<file path="src/rtl/tap_pkg.sv">
package tap_pkg;
  localparam int IR_W = 3;

  typedef enum logic [3:0] {
    ST_RESET, ST_IDLE,
    ST_SEL_DR, ST_CAP_DR, ST_SH_DR, ST_EX1_DR, ST_PAU_DR, ST_EX2_DR, ST_UPD_DR,
    ST_SEL_IR, ST_CAP_IR, ST_SH_IR, ST_EX1_IR, ST_PAU_IR, ST_EX2_IR, ST_UPD_IR
  } tap_state_t;

  localparam logic [IR_W-1:0] OP_EXTEST  = 3'b000;
  localparam logic [IR_W-1:0] OP_IDCODE  = 3'b001;
  localparam logic [IR_W-1:0] OP_SAMPLEZ = 3'b010;
  localparam logic [IR_W-1:0] OP_SAMPLE  = 3'b100;
  localparam logic [IR_W-1:0] OP_BYPASS  = 3'b111;
  localparam logic [IR_W-1:0] IR_CAPTURE = 3'b001;

  localparam logic [1:0] PATH_BYPASS = 2'd0;
  localparam logic [1:0] PATH_IDENT  = 2'd1;
  localparam logic [1:0] PATH_CHAIN  = 2'd2;
endpackage

</file>
<file path="src/rtl/tap_fsm.sv">
module tap_fsm
  import tap_pkg::*;
(
  input  logic       tck,
  input  logic       trst_n,
  input  logic       tms,
  output tap_state_t state
);
  tap_state_t state_d;

  always_comb begin
    state_d = state;
    unique case (state)
      ST_RESET:  state_d = tms ? ST_RESET  : ST_IDLE;
      ST_IDLE:   state_d = tms ? ST_SEL_DR : ST_IDLE;
      ST_SEL_DR: state_d = tms ? ST_SEL_IR : ST_CAP_DR;
      ST_CAP_DR: state_d = tms ? ST_EX1_DR : ST_SH_DR;
      ST_SH_DR:  state_d = tms ? ST_EX1_DR : ST_SH_DR;
      ST_EX1_DR: state_d = tms ? ST_UPD_DR : ST_PAU_DR;
      ST_PAU_DR: state_d = tms ? ST_EX2_DR : ST_PAU_DR;
      ST_EX2_DR: state_d = tms ? ST_UPD_DR : ST_SH_DR;
      ST_UPD_DR: state_d = tms ? ST_SEL_DR : ST_IDLE;
      ST_SEL_IR: state_d = tms ? ST_RESET  : ST_CAP_IR;
      ST_CAP_IR: state_d = tms ? ST_EX1_IR : ST_SH_IR;
      ST_SH_IR:  state_d = tms ? ST_EX1_IR : ST_SH_IR;
      ST_EX1_IR: state_d = tms ? ST_UPD_IR : ST_PAU_IR;
      ST_PAU_IR: state_d = tms ? ST_EX2_IR : ST_PAU_IR;
      ST_EX2_IR: state_d = tms ? ST_UPD_IR : ST_SH_IR;
      ST_UPD_IR: state_d = tms ? ST_SEL_DR : ST_IDLE;
      default:   state_d = ST_RESET;
    endcase
  end

  always_ff @(posedge tck or negedge trst_n) begin
    if (!trst_n) state <= ST_RESET;
    else         state <= state_d;
  end
endmodule

</file>
<file path="src/rtl/tap_instr.sv">
module tap_instr
  import tap_pkg::*;
(
  input  logic            tck,
  input  logic            trst_n,
  input  logic            tdi,
  input  tap_state_t      state,
  output logic            ir_lsb,
  output logic [IR_W-1:0] ir_q,
  output logic [1:0]      path,
  output logic            force_hiz
);
  logic [IR_W-1:0] ir_sh;
  logic            cap_en, sh_en, upd_en, rst_en;

  assign cap_en = (state == ST_CAP_IR);
  assign sh_en  = (state == ST_SH_IR);
  assign upd_en = (state == ST_UPD_IR);
  assign rst_en = (state == ST_RESET);
  assign ir_lsb = ir_sh[0];

  always_ff @(posedge tck or negedge trst_n) begin
    if (!trst_n)     ir_sh <= IR_CAPTURE;
    else if (cap_en) ir_sh <= IR_CAPTURE;
    else if (sh_en)  ir_sh <= {tdi, ir_sh[IR_W-1:1]};
  end

  always_ff @(negedge tck or negedge trst_n) begin
    if (!trst_n)     ir_q <= OP_IDCODE;
    else if (rst_en) ir_q <= OP_IDCODE;
    else if (upd_en) ir_q <= ir_sh;
  end

  always_comb begin
    force_hiz = 1'b0;
    unique case (ir_q)
      OP_EXTEST, OP_SAMPLEZ: begin path = PATH_CHAIN; force_hiz = 1'b1; end
      OP_SAMPLE:             path = PATH_CHAIN;
      OP_IDCODE:             path = PATH_IDENT;
      default:               path = PATH_BYPASS;
    endcase
  end
endmodule

</file>
<file path="src/rtl/tap_data.sv">
module tap_data
  import tap_pkg::*;
#(
  parameter int          CHAIN_W  = 85,
  parameter logic [31:0] IDENT    = 32'h0000_0001
) (
  input  logic               tck,
  input  logic               trst_n,
  input  logic               tdi,
  input  tap_state_t         state,
  input  logic [1:0]         path,
  input  logic [CHAIN_W-1:0] ring_capture,
  output logic [CHAIN_W-1:0] pad_update,
  output logic               dr_lsb
);
  logic               byp_q;
  logic [31:0]        id_sh;
  logic [CHAIN_W-1:0] chain_sh;
  logic               cap_en, sh_en, upd_en;

  assign cap_en = (state == ST_CAP_DR);
  assign sh_en  = (state == ST_SH_DR);
  assign upd_en = (state == ST_UPD_DR) && (path == PATH_CHAIN);

  always_ff @(posedge tck or negedge trst_n) begin
    if (!trst_n) begin
      byp_q    <= 1'b0;
      id_sh    <= '0;
      chain_sh <= '0;
    end else begin
      unique case (path)
        PATH_CHAIN: begin
          if (cap_en)     chain_sh <= ring_capture;
          else if (sh_en) chain_sh <= {tdi, chain_sh[CHAIN_W-1:1]};
        end
        PATH_IDENT: begin
          if (cap_en)     id_sh <= IDENT;
          else if (sh_en) id_sh <= {tdi, id_sh[31:1]};
        end
        default: begin
          if (cap_en)     byp_q <= 1'b0;
          else if (sh_en) byp_q <= tdi;
        end
      endcase
    end
  end

  always_ff @(negedge tck or negedge trst_n) begin
    if (!trst_n)     pad_update <= '0;
    else if (upd_en) pad_update <= chain_sh;
  end

  always_comb begin
    unique case (path)
      PATH_CHAIN: dr_lsb = chain_sh[0];
      PATH_IDENT: dr_lsb = id_sh[0];
      default:    dr_lsb = byp_q;
    endcase
  end
endmodule

</file>
<file path="src/rtl/mem_scan_tap.sv">
module mem_scan_tap
  import tap_pkg::*;
#(
  parameter int         CHAIN_W   = 85,
  parameter logic [2:0] ID_REV    = 3'b000,
  parameter logic [4:0] ID_DEPTH  = 5'b01011,
  parameter logic [5:0] ID_WIDTH  = 6'b100101,
  parameter logic [5:0] ID_TYPE   = 6'b001001,
  parameter logic [10:0] ID_VENDOR = 11'b00000110100
) (
  input  logic               tck,
  input  logic               trst_n,
  input  logic               tms,
  input  logic               tdi,
  input  logic [CHAIN_W-1:0] ring_capture,
  output logic               tdo,
  output logic               tdo_en,
  output logic               force_hiz,
  output logic [1:0]         dr_sel,
  output logic [CHAIN_W-1:0] pad_update
);
  localparam logic [31:0] IDENT = {ID_REV, ID_DEPTH, ID_WIDTH, ID_TYPE, ID_VENDOR, 1'b1};

  tap_state_t      tap_state;
  logic [IR_W-1:0] ir_q;
  logic            ir_lsb, dr_lsb;
  logic            out_bit, out_en;

  tap_fsm u_fsm (.tck(tck), .trst_n(trst_n), .tms(tms), .state(tap_state));

  tap_instr u_ir (
    .tck(tck), .trst_n(trst_n), .tdi(tdi), .state(tap_state),
    .ir_lsb(ir_lsb), .ir_q(ir_q), .path(dr_sel), .force_hiz(force_hiz)
  );

  tap_data #(.CHAIN_W(CHAIN_W), .IDENT(IDENT)) u_dr (
    .tck(tck), .trst_n(trst_n), .tdi(tdi), .state(tap_state), .path(dr_sel),
    .ring_capture(ring_capture), .pad_update(pad_update), .dr_lsb(dr_lsb)
  );

  always_comb begin
    out_en  = (tap_state == ST_SH_IR) || (tap_state == ST_SH_DR);
    out_bit = 1'b0;
    if (tap_state == ST_SH_IR)      out_bit = ir_lsb;
    else if (tap_state == ST_SH_DR) out_bit = dr_lsb;
  end

  always_ff @(negedge tck or negedge trst_n) begin
    if (!trst_n) begin
      tdo    <= 1'b0;
      tdo_en <= 1'b0;
    end else begin
      tdo    <= out_bit;
      tdo_en <= out_en;
    end
  end
endmodule

</file>
<file path="config.mk">
export PLATFORM = sky130hd
export DESIGN_NAME = mem_scan_tap
export DESIGN_NICKNAME = d
export VERILOG_FILES = /design/src/rtl/tap_pkg.sv /design/src/rtl/tap_fsm.sv /design/src/rtl/tap_instr.sv /design/src/rtl/tap_data.sv /design/src/rtl/mem_scan_tap.sv
export SDC_FILE = /design/constraint.sdc
export NUM_CORES = 1
export LEC_CHECK = 0
export ABC_CLOCK_PERIOD_IN_PS = 2700
export CAP_MARGIN = 20
export CORE_ASPECT_RATIO = 1.75
export CORE_MARGIN = 3
export CORE_UTILIZATION = 43
export CTS_CLUSTER_SIZE = 40
export DETAILED_ROUTE_END_ITERATION = 10
export PLACE_DENSITY = 0.73
export SYNTH_ARGS = -nofsm -noshare
export SYNTH_HDL_FRONTEND = slang
export SYNTH_SLANG_ARGS = --single-unit
</file>
<file path="constraint.sdc">
create_clock -name tck -period 2.7 [get_ports tck]
set_input_delay 0.81 -clock tck [delete_from_list [all_inputs] [get_ports tck]]
set_output_delay 0.81 -clock tck [all_outputs]
set_load 0.05 [all_outputs]
</file>
* Word-level counts from Yosys, hierarchy flattened
Index checks and enable logic that the tools add are counted.
** Storage, ports and cells
- Output and inout bits :: 90
- Bits of input ports :: 89
- Register bits after elaboration :: 215
** Operators by class
- Equal/unequal tests :: 20
- Bitwise logic cells :: 1
- Mux-type cells :: 28
- Reduce and logical (&&, ||, !) cells :: 16
** Operator list (number)
- 85-bit two-way mux :: 2
- 32-bit two-way mux :: 2
- 4-bit one-hot mux with 12 select lines :: 1
- 4-bit == test, second input constant :: 8
- 3-bit two-way mux :: 6
- 4-bit by 3-bit == test with 1-bit output, second input constant :: 4
- 4-bit two-way mux :: 4
- 4-bit by 2-bit == test with 1-bit output, second input constant :: 2
- 1-bit two-way mux :: 8
- 2-bit OR reduction :: 4
- 2-bit two-way mux :: 3
- 2-bit AND reduction :: 3
- 2-bit nonzero test :: 3
- 3-bit OR reduction :: 2
- 4-bit by 1-bit == test with 1-bit output, second input constant :: 1
- 4-bit zero test :: 1
- 2-bit one-hot mux with 2 select lines :: 1
- 3-bit by 1-bit == test with 1-bit output, second input constant :: 1
- 3-bit by 2-bit == test with 1-bit output, second input constant :: 1
- 3-bit == test, second input constant :: 1
- 3-bit zero test :: 1
- 2-bit by 1-bit == test with 1-bit output, second input constant :: 1
- 2-bit == test, second input constant :: 1
- 1-bit one-hot mux with 2 select lines :: 1
- other kinds (3) :: 3

* Longest topological paths before layout
- Depth in word-level cells :: 7
- Gate-level depth with buffers :: 10
- Depth with buffers taken out :: 8

* Cells and area by module
Synthesis repeated with hierarchy kept, for this count alone.
** Second synthesis, totals
- Cells, all modules :: 666
- Area total of the unflattened synthesis :: 9492.9 µm²
** By module, submodules not included
- tap_data :: instances 1, cells an instance 588, area an instance 8787.2 µm²
- tap_fsm :: instances 1, cells an instance 37, area an instance 314.1 µm²
- tap_instr :: instances 1, cells an instance 33, area an instance 299.0 µm²
- mem_scan_tap :: instances 1, cells an instance 8, area an instance 92.6 µm²

==> impl_results.md <==
* Worst-path fanout max at 2
* Cell Chain, Critical Path: inv_4, nor3_4, inv_2, ha_4, nor2_4, buf_12
* Final WL at 29,470 um
* Initial antenna violation count at 3
* Syn Nets at 884
* Die width at about 120 um
* Leak at 7.033 nW
* Netlist Area Pre-Place at 0.009209 sq mm
* Chip height at 199.6 um
* RSZ-0062 raised after global routing: yes
* Commonest cells after routing, fill and taps aside: 124 x dfrtp_1, 113 x buf_12, 108 x nand2_1
* CTS Hold Buffers Added at 0
* CP Capture Type: output port
* Drt via density at 5.397
* Pre-antenna DRT Iters at 5
* GP Congestion at ~0.8
* H-tree Lvls at 1
* Total Neg Setup Slack at -195,330 ps
* Largest net degree at the start of global routing at 52
* Vias in the first global route at about 7,500
* DIE AREA at ~0.023 sq mm
* Outcome: finished, violations left
* CTS root buf: clkbuf_16
* Post-synth EDFFs at 0
* Initial DRC Count at 628
* Routed len/inst at 21.49 um
* Violated checks: negative setup slack
* Sequential area share after synthesis at between 50 and 60%
* Pwr per Cell Area at 1091 mW/mm^2
* Worst min path class: primary input to asynchronous set/reset pin
* Clock latency on the worst-skew pair at 550 ps
* Mapped Avg Cell Area at around 12 sq um
* Final Hold Vio Count at 0
* Most common cell after layout, fill and taps aside: dfrtp_1
* Final ANT Viol Nets at 0
* Slew Limit Fails at 0
* Distinct cells, synth at between 40 and 50
* Clock Pin Slew Worst Setup and Hold Paths at 60 ps
* Headroom to the max-slew limit at 55.59%
* FFs w/ async S/R, synth at 100.0%
* Nature of the critical path startpoint: register
* Synthesized instance count at 792
* Crit-path max cell delay at roughly 540 ps
* # DRC at 0
* Starting Density at 43.81%
* Setup CP Type: register to output port
* Max cap viols at 0
* Setup Viol. Count Final at 293
* Core area at 0.02102 sq mm
* CTS Buf Count at 22
* Number of buffers added on ports at 178
* Clock sink total at approximately 220
* Placed Cells at 1,228
* Layout Skew at around 66 ps
* Row Count at 70
* Clock Tree Buf Depth at 3
* Top Ports at 179
* Vias at roughly 7,400
* Ys Warns at 0
* Filler-free cell count of the finished design at 1,371
* Max rail drop VDD at between 0.8 and 0.9 mV
* CP max stage cell: dfstp_2
* Required time of the worst setup path at approximately 1900 ps
* Synth Flop Type: dfrtp_1
* Worst EP arrival at 3190 ps
* Worst-Margin Slew at about 670 ps
* Global Route Usage Sum at a little over a fifth
* First-pass GRT wire length at 40,070 um
* Layout cell share with drive strength beyond 1 at ~43%
* Area Overhead vs Synth at 69.58%
* GRT overflow at 0
* Dpl hpwl at 15,670 um
* Nets at 1,193
* CTS tree: built
* Synth Register Bits at between 200 and 250
* Final worst setup slack at -1298 ps
-- worst max-delay path: cells and delay by family, from the launching register on --
family	cells	cell delay, ps
adder cells (fa/ha/maj)	1	170
buffers and inverters	3	260
flip-flops	1	540
AND/OR/NAND/NOR	2	300
-- area by class of cell --
class	count	area [sq um]
flip-flops and latches	215	5383
clock inverters	10	112.6
fillers	1235	5404
multi-input cells	517	4174
clock buffers	31	655.6
diodes	2	5.005
well taps	252	315.3
repair buffers	339	4950
inverters	5	21.27
-- cells by family (layout without fill, tap and decap cells) --
| family | count (synthesis) | after routing | synth area share (%) |
|---|---|---|---|
| simple gates | 196 | 196 | 8.818 |
| buf+inv | 61 | 385 | 4.198 |
| fa+ha+maj | 3 | 3 | 0.4077 |
| mux | 170 | 170 | 19.65 |
| other cells | 0 | 2 | 0 |
| xor+xnor | 1 | 1 | 0.09513 |
| flops | 215 | 215 | 58.45 |
| compound gates | 146 | 147 | 8.383 |
-- registers in the layout, summed over array words and instances, names as in the netlist --
| register | flops |
|---|---|
| u_dr.pad_update | 85 |
| u_dr.byp_q | 1 |
| u_ir.ir_q | 3 |
| u_dr.id_sh | 32 |
| tdo | 1 |
| u_dr.chain_sh | 85 |
| u_fsm.state | 4 |
| tdo_en | 1 |
| u_ir.ir_sh | 3 |
-- synth_stat cells (8+ instances only) --
cell type  count  share of area (%)
buf_2         11               0.60
o21ai_1       39                2.1
nand2_1      150                6.1
mux2i_1       84                9.1
mux2_1        50                6.1
dfrtp_1      124                 34
o21ai_0       85                4.6
buf_6          9                1.1
nor2_1        20               0.82
buf_4         20                1.6
mux2_2        36                4.4
a21oi_1        8               0.43
clkbuf_1      13               0.53
dfrtn_1       89                 24
-- metrics by stage --
| stage | setup slack [ps] | area [sq um] | hold WS [ps] | utilization, % | total power, mW |
|---|---|---|---|---|---|
| after detailed placement | -661.2 | 12650 | 472.9 | 60.18 | 12.29 |
| after global placement | -662.2 | 12650 | 467.5 | 60.18 | 12.09 |
| after CTS | -1225 | 14620 | 127.3 | 69.57 | 16.35 |
| final | -1298 | 15620 | 136.7 | 74.29 | 17.03 |
| after global routing | -1371 | 15620 | 131.7 | 74.29 | 17.85 |
| after floorplan | -680.7 | 9388 | 449.7 | - | 9.121 |
-- power breakdown --
group	leakage, nW	switching [mW]	internal, mW
clock	0.383	1.31	1.90
combinational	3.92	3.86	4.10
sequential	2.73	1.30	4.56
total	7.03	6.47	10.6
-- layer usage --
metal  track usage (%)  routed length, um  part of all wire [%]
met5                 0                 13                 0.044
met2             39.85              16520                    56
met1             25.84              10590                    36
met4             8.121               1180                   4.0
met3             3.030               1164                   3.9
-- what timing repair did --
item | CTS | global route
setup endpoints to repair | 293 | 296
cloned | 21 | 23
pin swaps | 9 | 7
setup buffers | 49 | 23
gates resized for setup | 136 | 157
hold endpoints to repair | 0 | 0
-- final timing paths --
kind | end | start | depth (start not counted) | slack, ps
min | u_dr.chain_sh[36] | trst_n | 1 | 140
max in group asynchronous | u_dr.pad_update[68] | trst_n | 2 | 740
max reg2reg | u_dr.chain_sh[31] | u_ir.ir_q[0] | 16 | -1280
min reg2reg | u_ir.ir_sh[0] | u_ir.ir_sh[0] | 2 | 480
min in group tck | u_ir.ir_sh[0] | u_ir.ir_sh[0] | 2 | 480
max | dr_sel[1] | u_ir.ir_q[0] | 6 | -1300
No activity file was read; power rests on OpenSTA's default activity.
